`src/rtl/msi_pkg.sv`:
```
package msi_pkg;
  typedef enum logic [1:0] {
    ST_I = 2'b00,
    ST_S = 2'b01,
    ST_M = 2'b10
  } line_st_e;

  typedef enum logic [1:0] {
    BC_NONE = 2'b00,
    BC_RD   = 2'b01,
    BC_RDX  = 2'b10,
    BC_WB   = 2'b11
  } bus_cmd_e;
endpackage

```
`src/rtl/msi_snoop_unit.sv`:
```
module msi_snoop_unit
  import msi_pkg::*;
#(
  parameter int ADDR_W = 8,
  parameter int IDX_W  = 2,
  localparam int LINES = 1 << IDX_W,
  localparam int TAG_W = ADDR_W - IDX_W
) (
  input  logic [LINES-1:0][1:0]       st_i,
  input  logic [LINES-1:0][TAG_W-1:0] tag_i,
  input  logic                        snp_valid_i,
  input  logic [1:0]                  snp_cmd_i,
  input  logic [ADDR_W-1:0]           snp_addr_i,
  output logic [LINES-1:0][1:0]       st_o,
  output logic                        flush_o
);
  logic [IDX_W-1:0] snp_idx;
  logic [TAG_W-1:0] snp_tag;
  logic             snp_act;
  logic [LINES-1:0] fl;

  assign snp_idx = snp_addr_i[IDX_W-1:0];
  assign snp_tag = snp_addr_i[ADDR_W-1:IDX_W];
  // writebacks from other caches need no response
  assign snp_act = snp_valid_i && (snp_cmd_i == BC_RD || snp_cmd_i == BC_RDX);

  for (genvar i = 0; i < LINES; i++) begin : g_line
    logic hit;
    assign hit = snp_act && (snp_idx == IDX_W'(i)) && (tag_i[i] == snp_tag)
                 && (st_i[i] != ST_I);
    always_comb begin
      st_o[i] = st_i[i];
      fl[i]   = 1'b0;
      if (hit) begin
        fl[i]   = (st_i[i] == ST_M);
        st_o[i] = (snp_cmd_i == BC_RDX) ? ST_I : ST_S;
      end
    end
  end

  assign flush_o = |fl;
endmodule

```
`src/rtl/msi_cpu_unit.sv`:
```
module msi_cpu_unit
  import msi_pkg::*;
#(
  parameter int ADDR_W = 8,
  parameter int IDX_W  = 2,
  localparam int TAG_W = ADDR_W - IDX_W
) (
  input  logic              cpu_req_i,
  input  logic              cpu_we_i,
  input  logic [ADDR_W-1:0] cpu_addr_i,
  input  logic [1:0]        cur_st_i,   // state after this cycle's snoop
  input  logic [TAG_W-1:0]  cur_tag_i,
  input  logic              bus_gnt_i,
  output logic              bus_req_o,
  output logic [1:0]        bus_cmd_o,
  output logic [ADDR_W-1:0] bus_addr_o,
  output logic              ready_o,
  output logic              upd_o,
  output logic [1:0]        upd_st_o,
  output logic [TAG_W-1:0]  upd_tag_o
);
  logic [TAG_W-1:0] req_tag;
  logic [IDX_W-1:0] req_idx;
  logic             hit;

  assign req_tag = cpu_addr_i[ADDR_W-1:IDX_W];
  assign req_idx = cpu_addr_i[IDX_W-1:0];
  assign hit     = (cur_st_i != ST_I) && (cur_tag_i == req_tag);

  always_comb begin
    bus_req_o  = 1'b0;
    bus_cmd_o  = BC_NONE;
    bus_addr_o = '0;
    ready_o    = 1'b0;
    upd_o      = 1'b0;
    upd_st_o   = ST_I;
    upd_tag_o  = cur_tag_i;
    if (cpu_req_i) begin
      if (hit && (!cpu_we_i || cur_st_i == ST_M)) begin
        ready_o = 1'b1;
      end else if (hit) begin
        // upgrade Shared -> Modified
        bus_req_o  = 1'b1;
        bus_cmd_o  = BC_RDX;
        bus_addr_o = cpu_addr_i;
        if (bus_gnt_i) begin
          ready_o  = 1'b1;
          upd_o    = 1'b1;
          upd_st_o = ST_M;
        end
      end else if (cur_st_i == ST_M) begin
        // dirty victim leaves first
        bus_req_o  = 1'b1;
        bus_cmd_o  = BC_WB;
        bus_addr_o = {cur_tag_i, req_idx};
        if (bus_gnt_i) begin
          upd_o    = 1'b1;
          upd_st_o = ST_I;
        end
      end else begin
        bus_req_o  = 1'b1;
        bus_cmd_o  = cpu_we_i ? BC_RDX : BC_RD;
        bus_addr_o = cpu_addr_i;
        if (bus_gnt_i) begin
          ready_o   = 1'b1;
          upd_o     = 1'b1;
          upd_st_o  = cpu_we_i ? ST_M : ST_S;
          upd_tag_o = req_tag;
        end
      end
    end
  end
endmodule

```
`src/rtl/msi_line_ctrl.sv`:
```
module msi_line_ctrl
  import msi_pkg::*;
#(
  parameter int ADDR_W = 8,
  parameter int IDX_W  = 2
) (
  input  logic              clk_i,
  input  logic              rst_ni,
  input  logic              cpu_req_i,
  input  logic              cpu_we_i,
  input  logic [ADDR_W-1:0] cpu_addr_i,
  output logic              cpu_ready_o,
  output logic [1:0]        cpu_state_o,
  output logic              bus_req_o,
  output logic [1:0]        bus_cmd_o,
  output logic [ADDR_W-1:0] bus_addr_o,
  input  logic              bus_gnt_i,
  input  logic              snp_valid_i,
  input  logic [1:0]        snp_cmd_i,
  input  logic [ADDR_W-1:0] snp_addr_i,
  output logic              flush_o
);
  localparam int LINES = 1 << IDX_W;
  localparam int TAG_W = ADDR_W - IDX_W;

  logic [LINES-1:0][1:0]       st_q, st_snp, st_d;
  logic [LINES-1:0][TAG_W-1:0] tag_q, tag_d;
  logic [IDX_W-1:0]            cidx;
  logic                        upd;
  logic [1:0]                  upd_st;
  logic [TAG_W-1:0]            upd_tag;

  assign cidx = cpu_addr_i[IDX_W-1:0];

  msi_snoop_unit #(.ADDR_W(ADDR_W), .IDX_W(IDX_W)) u_snp (
    .st_i        (st_q),
    .tag_i       (tag_q),
    .snp_valid_i (snp_valid_i),
    .snp_cmd_i   (snp_cmd_i),
    .snp_addr_i  (snp_addr_i),
    .st_o        (st_snp),
    .flush_o     (flush_o)
  );

  msi_cpu_unit #(.ADDR_W(ADDR_W), .IDX_W(IDX_W)) u_cpu (
    .cpu_req_i  (cpu_req_i),
    .cpu_we_i   (cpu_we_i),
    .cpu_addr_i (cpu_addr_i),
    .cur_st_i   (st_snp[cidx]),
    .cur_tag_i  (tag_q[cidx]),
    .bus_gnt_i  (bus_gnt_i),
    .bus_req_o  (bus_req_o),
    .bus_cmd_o  (bus_cmd_o),
    .bus_addr_o (bus_addr_o),
    .ready_o    (cpu_ready_o),
    .upd_o      (upd),
    .upd_st_o   (upd_st),
    .upd_tag_o  (upd_tag)
  );

  always_comb begin
    st_d  = st_snp;
    tag_d = tag_q;
    if (upd) begin
      st_d[cidx]  = upd_st;
      tag_d[cidx] = upd_tag;
    end
  end

  always_ff @(posedge clk_i or negedge rst_ni) begin
    if (!rst_ni) begin
      st_q  <= '0;
      tag_q <= '0;
    end else begin
      st_q  <= st_d;
      tag_q <= tag_d;
    end
  end

  assign cpu_state_o = (st_q[cidx] != ST_I && tag_q[cidx] == cpu_addr_i[ADDR_W-1:IDX_W])
                       ? st_q[cidx] : ST_I;
endmodule

```
`config.mk`:
```
export PLATFORM = sky130hd
export DESIGN_NAME = msi_line_ctrl
export DESIGN_NICKNAME = d
export VERILOG_FILES = /design/src/rtl/msi_pkg.sv /design/src/rtl/msi_snoop_unit.sv /design/src/rtl/msi_cpu_unit.sv /design/src/rtl/msi_line_ctrl.sv
export SDC_FILE = /design/constraint.sdc
export NUM_CORES = 1
export LEC_CHECK = 0
export BUFFER_PORTS_ARGS = -buffer_cell sky130_fd_sc_hd__buf_2
export CAP_MARGIN = 15
export CORE_AREA = 4 4 71 73
export DETAILED_ROUTE_END_ITERATION = 8
export DIE_AREA = 0 0 75 77
export GPL_TIMING_DRIVEN = 0
export PLACE_DENSITY = 0.75
export SLEW_MARGIN = 20
export SYNTH_ARGS = -nofsm -noshare
export SYNTH_HDL_FRONTEND = slang
export SYNTH_SLANG_ARGS = --single-unit
```
`constraint.sdc`:
```
create_clock -name clk_i -period 4.5 [get_ports clk_i]
set_input_delay 0.9 -clock clk_i [delete_from_list [all_inputs] [get_ports clk_i]]
set_output_delay 0.9 -clock clk_i [all_outputs]
set_load 0.05 [all_outputs]
```
# Word level (Yosys, flattened, before mapping)
# Index checks and enable logic that the tools add are counted.
# totals
reg_bits,32
wordCells,105
# op_classes
order_cmp,2
n_eq_ne,15
muxes,52
reduce_logical,28
# ops
op,n
6-bit 2-to-1 mux,7
8-bit 2-to-1 mux,5
2-bit 2-to-1 mux,19
6-bit == test,5
24-bit bitwise mux,1
1-bit logical AND,17
"2-bit == test, second input constant",8
1-bit 2-to-1 mux,14
6-bit binary-select mux with 2-bit select,1
6-bit demux with 2-bit select,1
2-bit nonzero test,6
2-bit binary-select mux with 2-bit select,2
8-bit bitwise mux,1
2-bit demux with 2-bit select,1
"2-bit by 1-bit == test with 1-bit output, second input constant",2
4-bit OR reduction,1
"2-bit by 3-bit < comparator with 1-bit output, second input constant",1
"2-bit by 1-bit >= comparator with 1-bit output, second input constant",1
2-bit zero test,1
1-bit logical OR,2
1-bit zero test,1

# Logic depth before layout (Yosys ltp)
# Gate-level depths: netlist of the first run.
# logic_depth
word_depth,16
ltp_mapped,10

# Hierarchy
# Synthesis of the first run repeated with hierarchy kept, for this count alone.
# hier_totals
cells_unflattened,210
hier_area_um2,2463.6
# modules_own_cells
mod,n_inst,cells_each,area_per_inst_um2,seq_area_each_um2
msi_line_ctrl,1,92,1585.3,800.8
msi_snoop_unit,1,60,467.9,0.0
msi_cpu_unit,1,58,410.4,0.0

# Worst setup path after synthesis of the first run
# OpenSTA, ideal clock, no wires.
# synth_path
path_kind,input port to output port
start,input port snp_cmd_i[0]
end,output port bus_addr_o[4]
arrival_ps,3934
required_time_ps,3600
path_slack_ps,-334
cell_stages,10
path_buffers,0
path_cell_list,inv_1 -> ha_1 -> or3b_4 -> nor3_1 -> nand3_1 -> mux2i_1 -> or4_4 -> o211ai_4 -> nand2_1 -> a21oi_1
# synth_between
elab_chain_cells,14
elab_cells_between_ends,32
# synth_rtl
item,line,text
start: declaration,msi_line_ctrl.sv:19,"input logic [1:0] snp_cmd_i,"
2-bit by 1-bit == test with 1-bit output / 2-bit == test (equally long branches),"msi_snoop_unit.sv:25, msi_snoop_unit.sv:36",
1-bit logical OR,msi_snoop_unit.sv:25,assign snp_act = snp_valid_i && (snp_cmd_i == BC_RD || snp_cmd_i == BC_RDX);
1-bit logical AND,msi_snoop_unit.sv:25,
1-bit logical AND (2 in series),msi_snoop_unit.sv:29,assign hit = snp_act && (snp_idx == IDX_W'(i)) && (tag_i[i] == snp_tag)
1-bit logical AND,msi_snoop_unit.sv:30,&& (st_i[i] != ST_I);
2-bit 2-to-1 mux,msi_snoop_unit.sv:34,if (hit) begin
2-bit binary-select mux with 2-bit select *,msi_line_ctrl.sv:49,".cur_st_i (st_snp[cidx]),"
2-bit 2-to-1 mux (not written as such) *,msi_line_ctrl.sv:49,
2-bit == test / 2-bit nonzero test (equally long branches),"msi_cpu_unit.sv:39, msi_cpu_unit.sv:51, msi_cpu_unit.sv:28",
8-bit 2-to-1 mux (tied with other cells),msi_cpu_unit.sv:51,end else if (cur_st_i == ST_M) begin
8-bit 2-to-1 mux / 1-bit logical AND (equally long branches),"msi_cpu_unit.sv:41, msi_cpu_unit.sv:39",
8-bit 2-to-1 mux *,msi_cpu_unit.sv:39,if (hit && (!cpu_we_i || cur_st_i == ST_M)) begin
8-bit 2-to-1 mux *,msi_cpu_unit.sv:38,if (cpu_req_i) begin
end: declaration,msi_line_ctrl.sv:16,"output logic [ADDR_W-1:0] bus_addr_o,"
# Every way passes the cells marked *; elsewhere a longest branch is shown, timed or not. The select of a mux whose other input is x is not followed.

# Worst setup path after layout of the first run
# layout_path
start,input port snp_cmd_i[0]
end,output port bus_addr_o[2]
# The elaborated chain is that of the path after synthesis.

==> metrics.md, run 1 <==
| Metric | Value |
|---|---|
| Outcome | `complete, but fails checks` |
| Failing checks | `setup timing` |
| Vias in the first global route | `2134` |
| Worst min path class | `register to register` |
| Top-count cell post-synth | `dfrtp_1` |
| Post-DP Area | `0.00274 mm^2` |
| Largest family of logic cells by synthesized area | `multiplexers` |
| CTS tree | `done` |
| Internal | `0.000880 W` |
| Fraction of layout cells with a size suffix above 1 | `0.493` |
| Core area | `0.00435 mm^2` |
| Simple-gate share of the synthesized area | `0.174` |
| Nets | `310` |
| WP data required | `3.60 ns` |
| Number of standard cells after synthesis | `227` |
| Post-Synthesis Cell Area | `0.00241 mm^2` |
| DRC Markers | `0` |
| Cell depth of the worst flop-to-flop path | `9` |
| Global route overflow | `0` |
| Largest net degree at the start of global routing | `33` |
| Power share of the combinational group | `0.458` |
| Fin crit share | `1.02` |
| Synthesis Warnings | `0` |
| Area grow syn2layout | `33.7%` |
| Post-synthesis mux area share | `0.274` |
| GRT Util Overall | `0.246` |
| Die height | `77 um` |
| Initial Util | `0.553` |
| Rows | `24` |
| CP startpoint kind | `input pin` |
| Non-filler instance count after layout | `338` |
| Inst Count DP | `316` |
| XOR/XNOR share of the synthesized area | `0.109` |
| RSZ-0062 raised after global routing | `yes` |
| Max-cap viol count | `0` |
| Routed Antenna Nets | `0` |
| Slew Limit Headroom | `0.507` |
| Vias post-DR | `2123` |
| CTS Buf Count | `5` |
| Syn nets | `252` |
| Clock H-tree levels | `2` |
| Seq/Total Area, Yosys | `0.332` |
| Avg Inst Size Synth | `10.6 um^2` |
| Yosys reg bits | `32` |
| CP Max Fanout | `6` |
| Port Buffers | `37` |
| Final setup TNS | `-0.264 ns` |
| Antenna diode count | `0` |
| Detailed Route WL | `6840 um` |
| CP arrival | `3.68 ns` |
| Chip Width | `75 um` |
| Fraction of registers with async set or reset after synthesis | `1.00` |
| Post-synthesis compound-gate area fraction | `0.0857` |
| Pleak | `1.40 nW` |
| WL/cell | `20.2 um` |
| Maximum vdd drop | `0.000333 V` |
| Switch share | `0.397` |
| PwrDens | `452 mW/mm^2` |
| Switch Pwr | `0.000579 W` |
| DP Worst Slack | `-0.541 ns` |
| Initial antenna violation count | `0` |
| First-pass GRT wire length | `10800 um` |
| CTS max path bufs | `2` |
| Crit Path Class | `input pin to output pin` |
| Primary FF master, synth | `dfrtp_1` |
| Max-slew violations | `0` |
| CTS hold repair buffers | `0` |
| Synthesized-area fraction occupied by adder cells | `0.00519` |
| Clock root cell | `clkbuf_8` |
| Clock Skew | `0.00418 ns` |
| Worst-Margin Slew | `0.740 ns` |
| Worst skew pair latency | `0.29 ns` |
| Synth area leaders | `dfrtp_1 33%, mux2_2 14%, xor2_1 9.4%` |
| Yosys top cell area share | `0.332` |
| I/O pin count | `39` |
| Drt first pass iters | `5` |
| Design area | `0.00322 mm^2` |
| Final Hold Viols | `0` |
| Max Fclk | `218 MHz` |
| Design Power | `0.00146 W` |
| Dpl hpwl | `4720 um` |
| 1st-iter DRT viols | `222` |
| Clock sinks | `32` |
| Clock power share | `0.194` |
| Register share of total power | `0.348` |
| Final min period | `4.58 ns` |
| Number of flops mapped to enable cells by yosys | `0` |
| # setup viols final | `4` |
| Largest area contributor in the netlist | `dfrtp_1` |
| Post-synth top cells | `32 x dfrtp_1, 31 x mux2_2, 26 x xor2_1, 19 x nand2_1, 15 x nor2_1` |
| DIE AREA | `0.00578 mm^2` |
| Vias per inst | `6.28` |
| CP endpoint kind | `output pin` |
| Worst-path clk slew | `0.07 ns` |
| Yosys cell types | `46` |
| Setup WS post-layout | `-0.0845 ns` |
| GPL Wtd Cong | `0.872` |
| Hold Path Stages | `1` |
[state kept, by name, indices dropped and copies added (netlist names)]
| register | cells |
|---|---|
| tag_q | 24 |
| st_q | 8 |
[worst paths after layout]
path                                   start             to  slack, ns
worst max-delay path            snp_cmd_i[0]  bus_addr_o[2]      -0.08
worst min register to register     tag_q[22]      tag_q[22]       0.55
max in group asynchronous             rst_ni      tag_q[10]       3.36
worst min-delay path               tag_q[22]      tag_q[22]       0.55
worst max register to register     tag_q[22]      tag_q[20]       0.92
min in group asynchronous             rst_ni        st_q[5]       0.67
[placed cells by master (no fill, tap or decap), types with 2 or more instances in the layout]
cell / instances
a21oi_1: 6
a21oi_4: 2
a32o_1: 2
and2_1: 4
and3_1: 2
buf_2: 28
buf_4: 15
buf_6: 6
clkbuf_4: 2
clkbuf_8: 5
clkinvlp_4: 2
dfrtp_1: 32
inv_1: 6
mux2_2: 31
mux2i_1: 6
mux2i_2: 2
mux2i_4: 5
mux4_2: 8
nand2_1: 18
nand3_1: 8
nand4_1: 3
nor2_1: 11
nor2_4: 4
nor2b_1: 2
nor3_1: 2
nor3_4: 3
nor3b_4: 2
nor4_2: 3
nor4_4: 2
o21ai_0: 2
xnor2_1: 4
xor2_1: 26
[routing by layer]
layer	GRT usage	vias up	wire, um
met5	0	-	0
met4	0.0925	0	204
met3	0.0418	22	448
met2	0.405	93	3510
met1	0.317	1056	2680
li1	-	952	-
[timing repair]
| action | in CTS | in global routing |
|---|---|---|
| pin swaps | 12 | 5 |
| endpoints found under the setup margin | 12 | 12 |
| buffers inserted | 6 | 8 |
| gates resized for setup | 36 | 15 |
| gates cloned | 0 | 0 |
[area by class of cell]
cell class	count	area, um^2
multi-input cells	183	1830
fillers	295	1130
flip-flops and latches	32	801
repair buffers	51	360
clock buffers	5	68.8
well taps	52	65.1
clock inverters	3	42.5
inverters	8	36.3
plain buffers	4	18.8
[critical path, cell delays in order]
cell	delay, ns
buf_6	0.09
inv_4	0.04
ha_4	0.18
nand3b_1	0.25
nor3_2	0.20
nand4_1	0.24
mux2i_2	0.28
or4_4	0.60
nor3b_4	0.25
buf_12	0.17
mux2i_4	0.26
nor2_4	0.06
buf_6	0.15
[cells by family (layout without fill, tap and decap cells)]
| family | count (synthesis) | in the layout |
|---|---|---|
| muxes | 52 | 52 |
| xor gates and xnor gates | 30 | 30 |
| DFF | 32 | 32 |
| adders and majority gates | 1 | 1 |
| buffers and inverters | 12 | 71 |
| and+or+nand+nor | 74 | 74 |
| AOI/OAI and AO/OA | 26 | 26 |
[power groups by stage]
stage	combinational (W)	clock (W)	sequential, W
after detailed placement	0.000559	0	0.000507
after global routing	0.000719	0.000296	0.000522
after global placement	0.000546	0	0.000500
after floorplan	0.000449	0	0.000476
final	0.000668	0.000282	0.000508
after CTS	0.000638	0.000282	0.000502
[metrics by stage]
stage	utilization	hold WS [ns]
6_report	0.740	0.553
5_1_grt	0.740	0.579
4_1_cts	0.708	0.553
3_5_place_dp	0.628	0.536
3_3_place_gp	0.628	0.526
2_1_floorplan	-	0.517
(Power assumes the default switching activity.)
==> run 2: changes to the inputs <==
--- a/config.mk
+++ b/config.mk
@@ -7,9 +7,9 @@
 export LEC_CHECK = 0
 export BUFFER_PORTS_ARGS = -buffer_cell sky130_fd_sc_hd__buf_2
 export CAP_MARGIN = 15
-export CORE_AREA = 4 4 71 73
+export CORE_AREA = 2 2 69 71
 export DETAILED_ROUTE_END_ITERATION = 8
-export DIE_AREA = 0 0 75 77
+export DIE_AREA = 0 0 71 73
 export GPL_TIMING_DRIVEN = 0
 export PLACE_DENSITY = 0.75
 export SLEW_MARGIN = 20
==> metrics.md, run 2 (synthesis results as in run 1) <==
| Metric | Value |
|---|---|
| Outcome | `complete, but fails checks` |
| Failing checks | `setup timing` |
| CP Launch Point | `snp_cmd_i[0]` |
| CP startpoint kind | `input pin` |
| Fin crit share | `1.00` |
| Largest net degree at the start of global routing | `33` |
| WL/cell | `19.2 um` |
| Vias in the first global route | `2051` |
| Multi-input gate area | `0.00182 mm^2` |
| Global route overflow | `0` |
| Area grow syn2layout | `35.4%` |
| Hold_sp | `tag_q[7]` |
| Detailed Route WL | `6550 um` |
| CTS tree | `done` |
| Port Buffers | `37` |
| Final min period | `4.51 ns` |
| RSZ-0062 raised after global routing | `yes` |
| Most Used Layer, Global Route | `met2` |
| WP data required | `3.60 ns` |
| First-pass GRT wire length | `10100 um` |
| Commonest non-fill, non-tap cell in the layout | `dfrtp_1` |
| CP arrival | `3.61 ns` |
| Largest register by flop count | `tag_q` |
| Core area | `0.00454 mm^2` |
| DIE AREA | `0.00518 mm^2` |
| Rows | `25` |
| Die height | `73 um` |
| CP Max Fanout | `6` |
| Non-filler instance count after layout | `341` |
| PwrDens | `456 mW/mm^2` |
| CP endpoint kind | `output pin` |
| Worst-path clk slew | `0.07 ns` |
| RR Startpoint | `tag_q[4]` |
| Max-slew violations | `0` |
| Worst-Margin Slew | `0.758 ns` |
| Worst skew pair latency | `0.29 ns` |
| CTS Buf Count | `5` |
| Final Core Density | `0.719` |
| Drt first pass iters | `4` |
| Antenna diode count | `0` |
| Clock root cell | `clkbuf_8` |
| Clock Skew | `0.0121 ns` |
| Dpl hpwl | `4540 um` |
| GPL Wtd Cong | `0.862` |
| Nets | `311` |
| CTS max path bufs | `2` |
| DRC Markers | `0` |
| Fraction of layout cells with a size suffix above 1 | `0.491` |
| I/O pin count | `39` |
| FILL cells | `312` |
| Maximum vdd drop | `0.000300 V` |
| Pleak | `1.41 nW` |
| CTS hold repair buffers | `0` |
| Max Fclk | `222 MHz` |
| Vias per inst | `6.15` |
| Grt met2 use | `0.431` |
| Final setup TNS | `-0.0174 ns` |
| Initial Util | `0.531` |
| Vias post-DR | `2098` |
| Largest register FFs | `24` |
| # setup viols final | `2` |
| Clock H-tree levels | `2` |
| Initial antenna violation count | `0` |
| Final Hold Viols | `0` |
| GRT Util Overall | `0.253` |
| Met1 Use GR | `0.326` |
| Clock sinks | `32` |
| Crit Path Class | `input pin to output pin` |
| DP Worst Slack | `-0.622 ns` |
| Chip Width | `71 um` |
| Slew Limit Headroom | `0.494` |
| Routed Antenna Nets | `0` |
| Commonest non-fill, non-tap cells in the layout | `32 x dfrtp_1, 31 x mux2_2, 26 x buf_2, 26 x xor2_1, 18 x nand2_1` |
| Worst min path class | `register to register` |
| Design Power | `0.00149 W` |
| 1st-iter DRT viols | `199` |
| Inst Count DP | `318` |
| Setup WS post-layout | `-0.0124 ns` |
| M3 GR Usage | `0.0511` |
| Biggest regs | `tag_q: 24 flops, st_q: 8 flops` |
| Register area | `801 um^2` |
| Max-cap viol count | `0` |
## run 2: changes by cell type in the layout (fill, tap and decap cells not counted), moves of 2 or more
cell and delta:
buf_2 -2, buf_4 -2, buf_6 +4, clkbuf_8 +2
## run 2: area by class of cell
type | instances | area share
Timing Repair Buffer | 52 | 0.121
Clock buffer | 7 | 0.0295
Sequential cell | 32 | 0.245
Inverter | 8 | 0.0111
Clock inverter | 1 | 0.00920
Multi-Input combinational cell | 183 | 0.557
Buffer | 4 | 0.00575
Tap cell | 54 | 0.0207
## run 2: metal layers
metal  vias up  wire length (um)
li1        958                 -
met2        87              3400
met4         0               111
met3        10               339
met1      1043              2700
met5         -                 0
## run 2: critical path, cell delays in order
cell and delay, ns:
buf_6 0.09, inv_4 0.04, ha_4 0.18, or3b_4 0.40
nor3_4 0.14, nand3_2 0.14, mux2i_4 0.26, or4_4 0.59
nor3b_4 0.24, buf_12 0.17, mux2i_4 0.25, nor2_4 0.06
buf_6 0.15
## run 2: worst paths after layout
| check | to | slack [ns] | depth (start not counted) |
|---|---|---|---|
| setup / recovery | bus_addr_o[3] | -0.01 | 13 |
| setup reg to reg | tag_q[22] | 0.89 | 10 |
| max in group asynchronous | tag_q[3] | 3.35 | 1 |
| min in group asynchronous | st_q[5] | 0.66 | 1 |
| hold / removal | tag_q[7] | 0.55 | 1 |
| hold reg to reg | tag_q[7] | 0.55 | 1 |
## run 2: power breakdown
group          total (W)  internal, W  switching, W
logic           0.000668     0.000322      0.000347
registers       0.000508     0.000398      0.000110
clock network   0.000311     0.000195      0.000115
total            0.00149     0.000915      0.000572
## run 2: stage by stage
stage	instance area, um^2	hold slack [ns]
CTS	3150	0.552
global placement	2740	0.530
finish	3260	0.550
global route	3260	0.574
floorplan	2480	0.517
detailed placement	2740	0.536
## run 2: what timing repair did
| action | 4_1_cts | 5_1_grt |
|---|---|---|
| endpoints found under the hold margin | 0 | 0 |
| buffers inserted | 11 | 4 |
| resized for setup | 37 | 22 |
| pin swaps | 13 | 6 |
| setup endpoints to repair | 12 | 11 |
